File: src/rtl/rs_syn_pkg.sv
`timescale 1ns/1ps
package rs_syn_pkg;
  localparam int SYM_W = 8;
  // low byte of the reduction polynomial x^8+x^7+x^2+x+1
  localparam logic [SYM_W-1:0] FIELD_LOW = 8'h87;

  function automatic logic [SYM_W-1:0] gf_xtime(input logic [SYM_W-1:0] a);
    return a[SYM_W-1] ? ({a[SYM_W-2:0], 1'b0} ^ FIELD_LOW) : {a[SYM_W-2:0], 1'b0};
  endfunction

  function automatic logic [SYM_W-1:0] gf_mul(input logic [SYM_W-1:0] a,
                                              input logic [SYM_W-1:0] b);
    logic [SYM_W-1:0] p;
    logic [SYM_W-1:0] x;
    p = '0;
    x = a;
    for (int i = 0; i < SYM_W; i++) begin
      if (b[i]) p = p ^ x;
      x = gf_xtime(x);
    end
    return p;
  endfunction

  function automatic logic [SYM_W-1:0] gf_alpha_pow(input int e);
    logic [SYM_W-1:0] r;
    r = 8'h01;
    for (int i = 0; i < e; i++) r = gf_xtime(r);
    return r;
  endfunction
endpackage

File: src/rtl/rs_horner_cell.sv
`timescale 1ns/1ps
module rs_horner_cell
  import rs_syn_pkg::*;
#(
  parameter logic [SYM_W-1:0] ROOT = 8'h02
) (
  input  logic             clk,
  input  logic             rst_n,
  input  logic             step,
  input  logic             restart,
  input  logic [SYM_W-1:0] din,
  output logic [SYM_W-1:0] acc_nxt
);
  logic [SYM_W-1:0] acc_q;

  always_comb begin
    acc_nxt = (restart ? '0 : gf_mul(acc_q, ROOT)) ^ din;
  end

  always_ff @(posedge clk or negedge rst_n) begin
    if (!rst_n)    acc_q <= '0;
    else if (step) acc_q <= acc_nxt;
  end
endmodule

File: src/rtl/rs_erasure_log.sv
`timescale 1ns/1ps
module rs_erasure_log #(
  parameter int MAX_R = 20,
  parameter int IDX_W = 8,
  parameter int R_W   = 5
) (
  input  logic                        clk,
  input  logic                        rst_n,
  input  logic                        step,
  input  logic                        restart,
  input  logic                        erase,
  input  logic [R_W-1:0]              limit,
  input  logic [IDX_W-1:0]            idx,
  output logic [IDX_W-1:0]            cnt_nxt,
  output logic [MAX_R-1:0][IDX_W-1:0] slots_nxt
);
  logic [IDX_W-1:0]            cnt_q;
  logic [IDX_W-1:0]            cnt_base;
  logic [MAX_R-1:0][IDX_W-1:0] slots_q;

  always_comb begin
    cnt_base = restart ? '0 : cnt_q;
    if (erase && (cnt_base != {IDX_W{1'b1}})) cnt_nxt = cnt_base + 1'b1;
    else                                      cnt_nxt = cnt_base;
  end

  for (genvar i = 0; i < MAX_R; i++) begin : g_slot
    always_comb begin
      slots_nxt[i] = restart ? '0 : slots_q[i];
      if (erase && (int'(cnt_base) == i) && (i < int'(limit)))
        slots_nxt[i] = idx;
    end
  end

  always_ff @(posedge clk or negedge rst_n) begin
    if (!rst_n) begin
      cnt_q   <= '0;
      slots_q <= '0;
    end else if (step) begin
      cnt_q   <= cnt_nxt;
      slots_q <= slots_nxt;
    end
  end
endmodule

File: src/rtl/rs_syndrome_calc.sv
`timescale 1ns/1ps
module rs_syndrome_calc
  import rs_syn_pkg::*;
#(
  parameter int MAX_R      = 20,
  parameter int FIRST_ROOT = 120,
  parameter int IDX_W      = 8,
  localparam int R_W       = $clog2(MAX_R + 1),
  localparam int VEC_W     = MAX_R * SYM_W,
  localparam int POS_W     = MAX_R * IDX_W
) (
  input  logic             clk,
  input  logic             rst_n,
  input  logic             in_valid,
  output logic             in_ready,
  input  logic [SYM_W-1:0] in_data,
  input  logic             in_first,
  input  logic             in_last,
  input  logic             in_erase,
  input  logic [R_W-1:0]   check_count,
  output logic             done,
  output logic [VEC_W-1:0] syndromes,
  output logic             syn_zero,
  output logic [IDX_W-1:0] era_count,
  output logic             era_overflow,
  output logic [POS_W-1:0] era_positions
);
  logic                        rdy_q;
  logic                        accept;
  logic [IDX_W-1:0]            idx_q;
  logic [IDX_W-1:0]            idx_cur;
  logic [R_W-1:0]              r_q;
  logic [R_W-1:0]              r_cur;
  logic [MAX_R-1:0][SYM_W-1:0] acc_nxt;
  logic [MAX_R-1:0][SYM_W-1:0] syn_nxt;
  logic [MAX_R-1:0][SYM_W-1:0] syn_q;
  logic [IDX_W-1:0]            cnt_nxt;
  logic [MAX_R-1:0][IDX_W-1:0] slots_nxt;
  logic [MAX_R-1:0][IDX_W-1:0] pos_nxt;
  logic [MAX_R-1:0][IDX_W-1:0] pos_q;
  logic                        done_q;
  logic                        zero_q;
  logic                        ovf_q;
  logic [IDX_W-1:0]            cnt_q;

  assign in_ready = rdy_q;
  assign accept   = in_valid && rdy_q;
  assign idx_cur  = in_first ? '0 : idx_q;
  assign r_cur    = in_first ? check_count : r_q;

  always_ff @(posedge clk or negedge rst_n) begin
    if (!rst_n) rdy_q <= 1'b0;
    else        rdy_q <= 1'b1;
  end

  always_ff @(posedge clk or negedge rst_n) begin
    if (!rst_n) begin
      idx_q <= '0;
      r_q   <= '0;
    end else if (accept) begin
      idx_q <= idx_cur + 1'b1;
      r_q   <= r_cur;
    end
  end

  for (genvar j = 0; j < MAX_R; j++) begin : g_root
    rs_horner_cell #(
      .ROOT(gf_alpha_pow(FIRST_ROOT + j))
    ) u_cell (
      .clk     (clk),
      .rst_n   (rst_n),
      .step    (accept),
      .restart (in_first),
      .din     (in_data),
      .acc_nxt (acc_nxt[j])
    );
    assign syn_nxt[j] = (j < int'(r_cur)) ? acc_nxt[j] : '0;
  end

  rs_erasure_log #(
    .MAX_R (MAX_R),
    .IDX_W (IDX_W),
    .R_W   (R_W)
  ) u_log (
    .clk       (clk),
    .rst_n     (rst_n),
    .step      (accept),
    .restart   (in_first),
    .erase     (in_erase),
    .limit     (r_cur),
    .idx       (idx_cur),
    .cnt_nxt   (cnt_nxt),
    .slots_nxt (slots_nxt)
  );

  // degree of a recorded byte = index of the closing byte minus its own index
  for (genvar i = 0; i < MAX_R; i++) begin : g_pos
    assign pos_nxt[i] = ((i < int'(cnt_nxt)) && (i < int'(r_cur)))
                        ? (idx_cur - slots_nxt[i]) : '0;
  end

  always_ff @(posedge clk or negedge rst_n) begin
    if (!rst_n) begin
      done_q <= 1'b0;
      syn_q  <= '0;
      zero_q <= 1'b0;
      cnt_q  <= '0;
      ovf_q  <= 1'b0;
      pos_q  <= '0;
    end else begin
      done_q <= accept && in_last;
      if (accept && in_last) begin
        syn_q  <= syn_nxt;
        zero_q <= (syn_nxt == '0);
        cnt_q  <= cnt_nxt;
        ovf_q  <= (int'(cnt_nxt) > int'(r_cur));
        pos_q  <= pos_nxt;
      end
    end
  end

  assign done          = done_q;
  assign syndromes     = syn_q;
  assign syn_zero      = zero_q;
  assign era_count     = cnt_q;
  assign era_overflow  = ovf_q;
  assign era_positions = pos_q;
endmodule

File: config.mk
export PLATFORM = sky130hd
export DESIGN_NAME = rs_syndrome_calc
export DESIGN_NICKNAME = d
export VERILOG_FILES = /design/src/rtl/rs_syn_pkg.sv /design/src/rtl/rs_horner_cell.sv /design/src/rtl/rs_erasure_log.sv /design/src/rtl/rs_syndrome_calc.sv
export SDC_FILE = /design/constraint.sdc
export NUM_CORES = 2
export LEC_CHECK = 0
export BUFFER_PORTS_ARGS = -buffer_cell sky130_fd_sc_hd__clkbuf_2
export CORE_MARGIN = 5
export CORE_UTILIZATION = 43
export DETAILED_ROUTE_END_ITERATION = 12
export PLACE_DENSITY = 0.63
export RECOVER_POWER = 100
export SLEW_MARGIN = 30
export SYNTH_ARGS = -nofsm -noshare
export SYNTH_HDL_FRONTEND = slang
export SYNTH_HIERARCHICAL = 1
export SYNTH_SLANG_ARGS = --single-unit
File: constraint.sdc
create_clock -name clk -period 16.03 [get_ports clk]
set_clock_uncertainty 0.1 [all_clocks]
set_input_delay 0.8015 -clock clk [delete_from_list [all_inputs] [get_ports clk]]
set_output_delay 0.8015 -clock clk [all_outputs]
set_load 0.005 [all_outputs]
**After elaboration in Yosys (flattened, before gate mapping)**

Cells that the tools add are included.

- Add/sub/neg operators: 22
- $lt $le $gt $ge: 41
- Equality and inequality tests: 20
- Mux-type cells: 228
- Bitwise gates (word level): 203
- Reductions and logical operators: 65

Operator list:

| operator | count |
|---|---|
| $mux W8 | 227 |
| $xor A8 B8 Y8 | 79 |
| $not A4 Y4 | 124 |
| $logic_not A160 Y1 | 1 |
| $sub A8 B8 Y8 | 20 |
| $eq A8 B5 Y1 const B | 8 |
| $lt A4 B8 Y1 const A | 8 |
| $logic_and A1 B1 Y1 | 63 |
| $lt A4 B5 Y1 const A | 8 |
| $eq A8 B4 Y1 const B | 4 |
| $eq A8 B6 Y1 const B | 4 |
| $lt A3 B8 Y1 const A | 4 |
| $lt A5 B8 Y1 const A | 4 |
| $lt A3 B5 Y1 const A | 4 |
| $lt A5 B5 Y1 const A | 4 |
| $add A8 B1 Y8 const B | 2 |
| $eq A8 B3 Y1 const B | 2 |
| $lt A1 B8 Y1 const A | 2 |
| $lt A2 B8 Y1 const A | 2 |
| $lt A1 B5 Y1 const A | 2 |
| $lt A2 B5 Y1 const A | 2 |
| $eq A8 B2 Y1 const B | 1 |
| $gt A8 B5 Y1 | 1 |
| $logic_not A8 Y1 | 1 |
| 2 further kinds | 2 |

- Bits in registers: 673
- Input bits: 19
- Output and inout port bits: 332
- Logic and storage cells: 667

**Longest topological paths before layout**

- Depth in word-level cells: 19
- Depth in mapped cells: 24
- Mapped depth without buffers: 18

**Modules after synthesis**

Netlist, hierarchy kept.

By module, submodules not included:

| module | times used | cells each | area each (µm²) | sequential area each (µm²) |
|---|---|---|---|---|
| rs_syndrome_calc | 1 | 2162 | 19588.8 | 8633.3 |
| rs_erasure_log | 1 | 1218 | 10058.4 | 4204.0 |
| rs_horner_cell at g_root[17].u_cell | 1 | 99 | 892.1 | 200.2 |
| rs_horner_cell at g_root[10].u_cell | 1 | 97 | 889.6 | 200.2 |
| rs_horner_cell at g_root[11].u_cell | 1 | 88 | 863.3 | 200.2 |
| rs_horner_cell at g_root[9].u_cell | 1 | 92 | 848.3 | 200.2 |
| rs_horner_cell at g_root[6].u_cell | 1 | 101 | 834.6 | 200.2 |
| rs_horner_cell at g_root[3].u_cell | 1 | 99 | 833.3 | 200.2 |
| rs_horner_cell at g_root[14].u_cell | 1 | 90 | 828.3 | 200.2 |
| rs_horner_cell at g_root[4].u_cell | 1 | 87 | 785.8 | 200.2 |
| rs_horner_cell at g_root[18].u_cell | 1 | 65 | 725.7 | 200.2 |
| rs_horner_cell at g_root[8].u_cell | 1 | 68 | 698.2 | 200.2 |
| rs_horner_cell at g_root[7].u_cell | 1 | 70 | 678.2 | 200.2 |
| rs_horner_cell at g_root[13].u_cell | 1 | 58 | 664.4 | 200.2 |
| +8 rows | - | - | - | - |

**Worst setup path after synthesis**

No wires, ideal clock.

- Path type: in2reg
- From: input port in_first
- To: register pos_q, in the netlist era_positions[54]
- Library setup time: 121 ps
- Data arrival time: 6616 ps
- Required time: 15809 ps
- Slack: 9193 ps
- Cell stages on the path: 17
- Path buffers: 5
- Cell sequence: buf_6 > buf_6 > buf_4 > buf_2 > nor2b_1 > inv_1 > clkbuf_1 > mux2i_1 > inv_1 > fa_1 > nand2_1 > nand2_1 > a21o_1 > a21o_1 > a21oi_1 > xnor2_1 > a22o_1

RTL lines:

| element | RTL line | source |
|---|---|---|
| from (decl) | rs_syndrome_calc.sv:17 | `input logic in_first,` |
| to (signal assigned) | rs_syndrome_calc.sv:117 | `pos_q <= pos_nxt;` |
| to (decl) | rs_syndrome_calc.sv:40 | `logic [MAX_R-1:0][IDX_W-1:0] pos_q;` |

==> impl_summary.log <==
INFO  metric outcome = complete, but fails checks
INFO  metric failing_checks = max-capacitance violations, max-slew violations
INFO  metric combinational_family_with_the_most_area_after_synthesis = simple AND/OR/NAND/NOR gates
INFO  metric maxSlewViolCount = 884
INFO  metric totalNegativeSetupSlack = 0 ns
INFO  metric grtUsageTotal = 23.9%
INFO  metric critical_path_class = in -> reg
INFO  metric detailedRoute.firstPassIterationCount = 6
INFO  metric sequential_to_total_area_share_from_yosys_stat = 38.1%
INFO  metric drv_cap = 20
INFO  metric vias = about 36000
INFO  metric finish.net_count = between 5000 and 6000
INFO  metric worst_ep_required_time = around 16 ns
INFO  metric most_frequent_standard_cell_in_the_layout_excluding_fill_and_tap_cells = nand2_1
INFO  metric quantity_of_hold_fixing_buffers_added_after_cts = 0
INFO  metric gr-total-overflow = 0
INFO  metric tritoncts_clock_tree = done
INFO  metric r2r-start = in_ready
INFO  metric report.power.total = between 8 and 9 mW
INFO  metric clock-root-buffer = clkbuf_16
INFO  metric ys_async_rst_share = 100%
INFO  metric syn_inst = 4872
INFO  metric maximum_number_of_pins_on_one_net_before_global_route_repair = 186
INFO  metric yosys_most_used_dff = dfrtp_1
INFO  metric layout_worst_path_cycle_share = 62.4%
INFO  metric power.leakage = about 21 nW
INFO  metric synth_cell_types = 112
INFO  metric synth_warnings = 6
INFO  metric die_x = 331 µm
INFO  metric grt_pass1_vias = between 30000 and 40000
INFO  metric clk_path_buf_depth = 3
INFO  metric rr_endpoint = syndromes[44]
INFO  metric commonest_non_fill_non_tap_cells_in_the_layout = 829 x nand2_1, 673 x dfrtp_1, 492 x o21ai_0
INFO  metric synth-compound-area-share = between 10% and 20%
INFO  metric initialDrtViolationCount = around 2800
INFO  metric synth_enable_flop_cells = 0
INFO  metric starting_density_of_the_core = between 40% and 50%
INFO  metric areaGrowthSynthToFinish = 11.5%
INFO  metric critPathCaptureType = flip-flop
INFO  metric worst_hold_stages = 2
INFO  metric slew-limit-headroom = -202%
INFO  metric vert_die_dim = ~330 µm
INFO  metric p_per_area = 176 nW/µm²
INFO  metric r2r.worst_path.cells = 7
INFO  metric hold_class = reg -> reg
INFO  metric core_area = ~100000 µm²
INFO  metric clock_latency = ~0.64 ns
INFO  metric post-route-cell-area = 49300 µm²
INFO  metric detail_route.wirelength = roughly 130 mm
INFO  metric worst_endpoint_data_arrival_time = 10.41 ns
INFO  metric die-area = between 100000 and 150000 µm²
INFO  metric finalWorstSetupSlack = approximately 6.0 ns
INFO  metric rsz0062_at_grt = false
INFO  metric mean_cell_area_of_the_mapped_netlist = ~9.1 µm²
INFO  metric final_layout_size_suffix_gt1_share = 8.80%
INFO  metric wire_per_inst = roughly 20 µm
INFO  metric highest_clock_frequency_the_design_can_meet = approximately 100 MHz
INFO  metric clock_sink_count = about 670
INFO  metric pre_cts_slack = 10.11 ns
INFO  metric crit_path_start = in_first
INFO  metric portBuffers = 350
INFO  metric cts_repair_resize_count = 0
INFO  metric rrSetupSlack = around 6.7 ns
INFO  metric place_area = 47000 µm²
INFO  metric yosys.area_share.adder = between 5 and 6%
INFO  metric synth_xor_xnor_area_share = 13.6%
INFO  metric route.detailed.drc = 0
INFO  metric cts-buffers-inserted = 82
INFO  metric dp.final_hpwl = between 90 and 100 mm
INFO  metric worst_setup_path_endpoint = era_positions[134]
INFO  metric num-fill-cells = 9887
INFO  metric rows = 117
INFO  metric grt_pass1_wl = ~200 mm
INFO  metric finalSetupViolations = 0
INFO  metric yosys-mux-area-fraction = roughly 5.3%
INFO  metric path_max_fanout = 87
INFO  metric worst_ir_drop_vdd = 86.8 µV
INFO  metric number_of_nets_still_failing_antenna_checks_after_routing = 0
INFO  metric cts.repair_timing.setup_buffer_count = 0
INFO  metric startpoint_type = primary input
INFO  metric mappedNetlistNets = between 5000 and 6000
INFO  metric cts_clk_pin_slew_worst_paths = 0.05 ns
INFO  metric cts_htree_levels = 3
INFO  metric synthesis.area = between 40000 and 50000 µm²
INFO  metric via_per_inst = between 5 and 6
INFO  metric transition_time_at_the_pin_with_the_least_slew_margin = 4.53 ns
INFO  metric timing.final.crit_period = approximately 10 ns
INFO  metric synth_simple_gate_area_share = 18.1%
INFO  metric number_of_flip_flops_and_latches_in_the_synthesized_netlist = 673
INFO  metric finalHoldViolations = 0
INFO  metric gp_congestion = around 0.86
INFO  metric io_pins = between 300 and 400
INFO  metric grt_antenna_before_repair = 5
logic make-up (layout without fill, tap and decap cells):
logic type | Yosys count | count (layout)
AOI/OAI and AO/OA | 1047 | 1047
xor gates and xnor gates | 545 | 545
adders and majority gates | 166 | 166
buffers and inverters | 533 | 806
DFF | 673 | 673
muxes | 220 | 220
other | 1 | 5
and+or+nand+nor | 1687 | 1687
layer usage:
| layer | part of all wire [%] | vias up | GRT usage (%) |
|---|---|---|---|
| met1 | 44 | 17600 | 33.2 |
| met5 | 0.0089 | - | 0 |
| li1 | - | 17000 | - |
| met2 | 46 | 1011 | 38.7 |
| met3 | 7.2 | 184 | 4.75 |
| met4 | 2.5 | 2 | 5.79 |
state kept, by name, indices dropped and copies added, names as in the netlist:
| register | count |
|---|---|
| done | 1 |
| era_count | 8 |
| era_overflow | 1 |
| era_positions | 160 |
| g_root.u_cell/acc_q | 160 |
| idx_q | 8 |
| in_ready | 1 |
| r_q | 5 |
| syn_zero | 1 |
| syndromes | 160 |
| u_log/cnt_q | 8 |
| u_log/slots_q | 160 |
critical path: stages:
cell and delay (ns):
clkbuf_1 2.86, clkbuf_1 2.12, mux2i_1 0.40, inv_1 0.64, nor4b_1 0.17, nor2b_1 0.18, nor3_1 1.18, mux2i_1 0.29
ha_1 0.23, inv_1 0.06, fa_1 0.42, nand2_1 0.09, nand2_1 0.05, a21o_1 0.19, a21o_1 0.17, a21oi_1 0.17
xor2_1 0.16, o21ai_0 0.10
cells in the mapped netlist (all sizes together) (94+ instances only):
cell	count	area (µm²)
nand2	832	3130
dfrtp	673	16800
o21ai	496	2490
xnor2	293	2820
inv	248	933
nor2	222	836
clkbuf	192	736
xor2	191	1770
nand2b	179	1120
ha	146	1830
a21oi	140	719
mux2i	128	1290
a22o	117	1020
nand3	94	475
metrics by stage:
stage / utilization (%) / hold slack [ns] / cells
5_1_grt: 48.3 / 0.384 / 6513
2_1_floorplan: - / 0.363 / 4872
3_3_place_gp: 46.1 / 0.351 / 6365
4_1_cts: 48.9 / 0.180 / 6509
3_5_place_dp: 46.2 / 0.356 / 6366
6_report: 48.4 / 0.363 / 6517
how the worst min path moves through the flow:
stage | from | end | slack, ns
2_1_floorplan | syndromes[152] | syndromes[152] | 0.36
4_1_cts | rst_n | g_root[10].u_cell/acc_q[3] | 0.18
3_5_place_dp | syndromes[66] | syndromes[66] | 0.36
6_report | syndromes[66] | syndromes[66] | 0.36
5_1_grt | syndromes[77] | syndromes[77] | 0.38
3_3_place_gp | syndromes[62] | syndromes[62] | 0.35
report_power, final:
group          switching, mW  internal, mW
clock                  0.762          1.17
combinational           2.06          2.05
sequential             0.540          2.10
total                   3.37          5.32
cell type report:
cell class	count	area [µm²]	share of cell area, %
multi-input combinational	3666	25100	51.0
sequential	673	16800	34.2
clock buffer	118	2410	4.89
timing repair buffer	415	1870	3.80
tap	1368	1710	3.47
inverter	248	937	1.90
clock inverter	25	347	0.704
antenna	4	10.0	0.0203
Power figures use the tool's default switching activity.
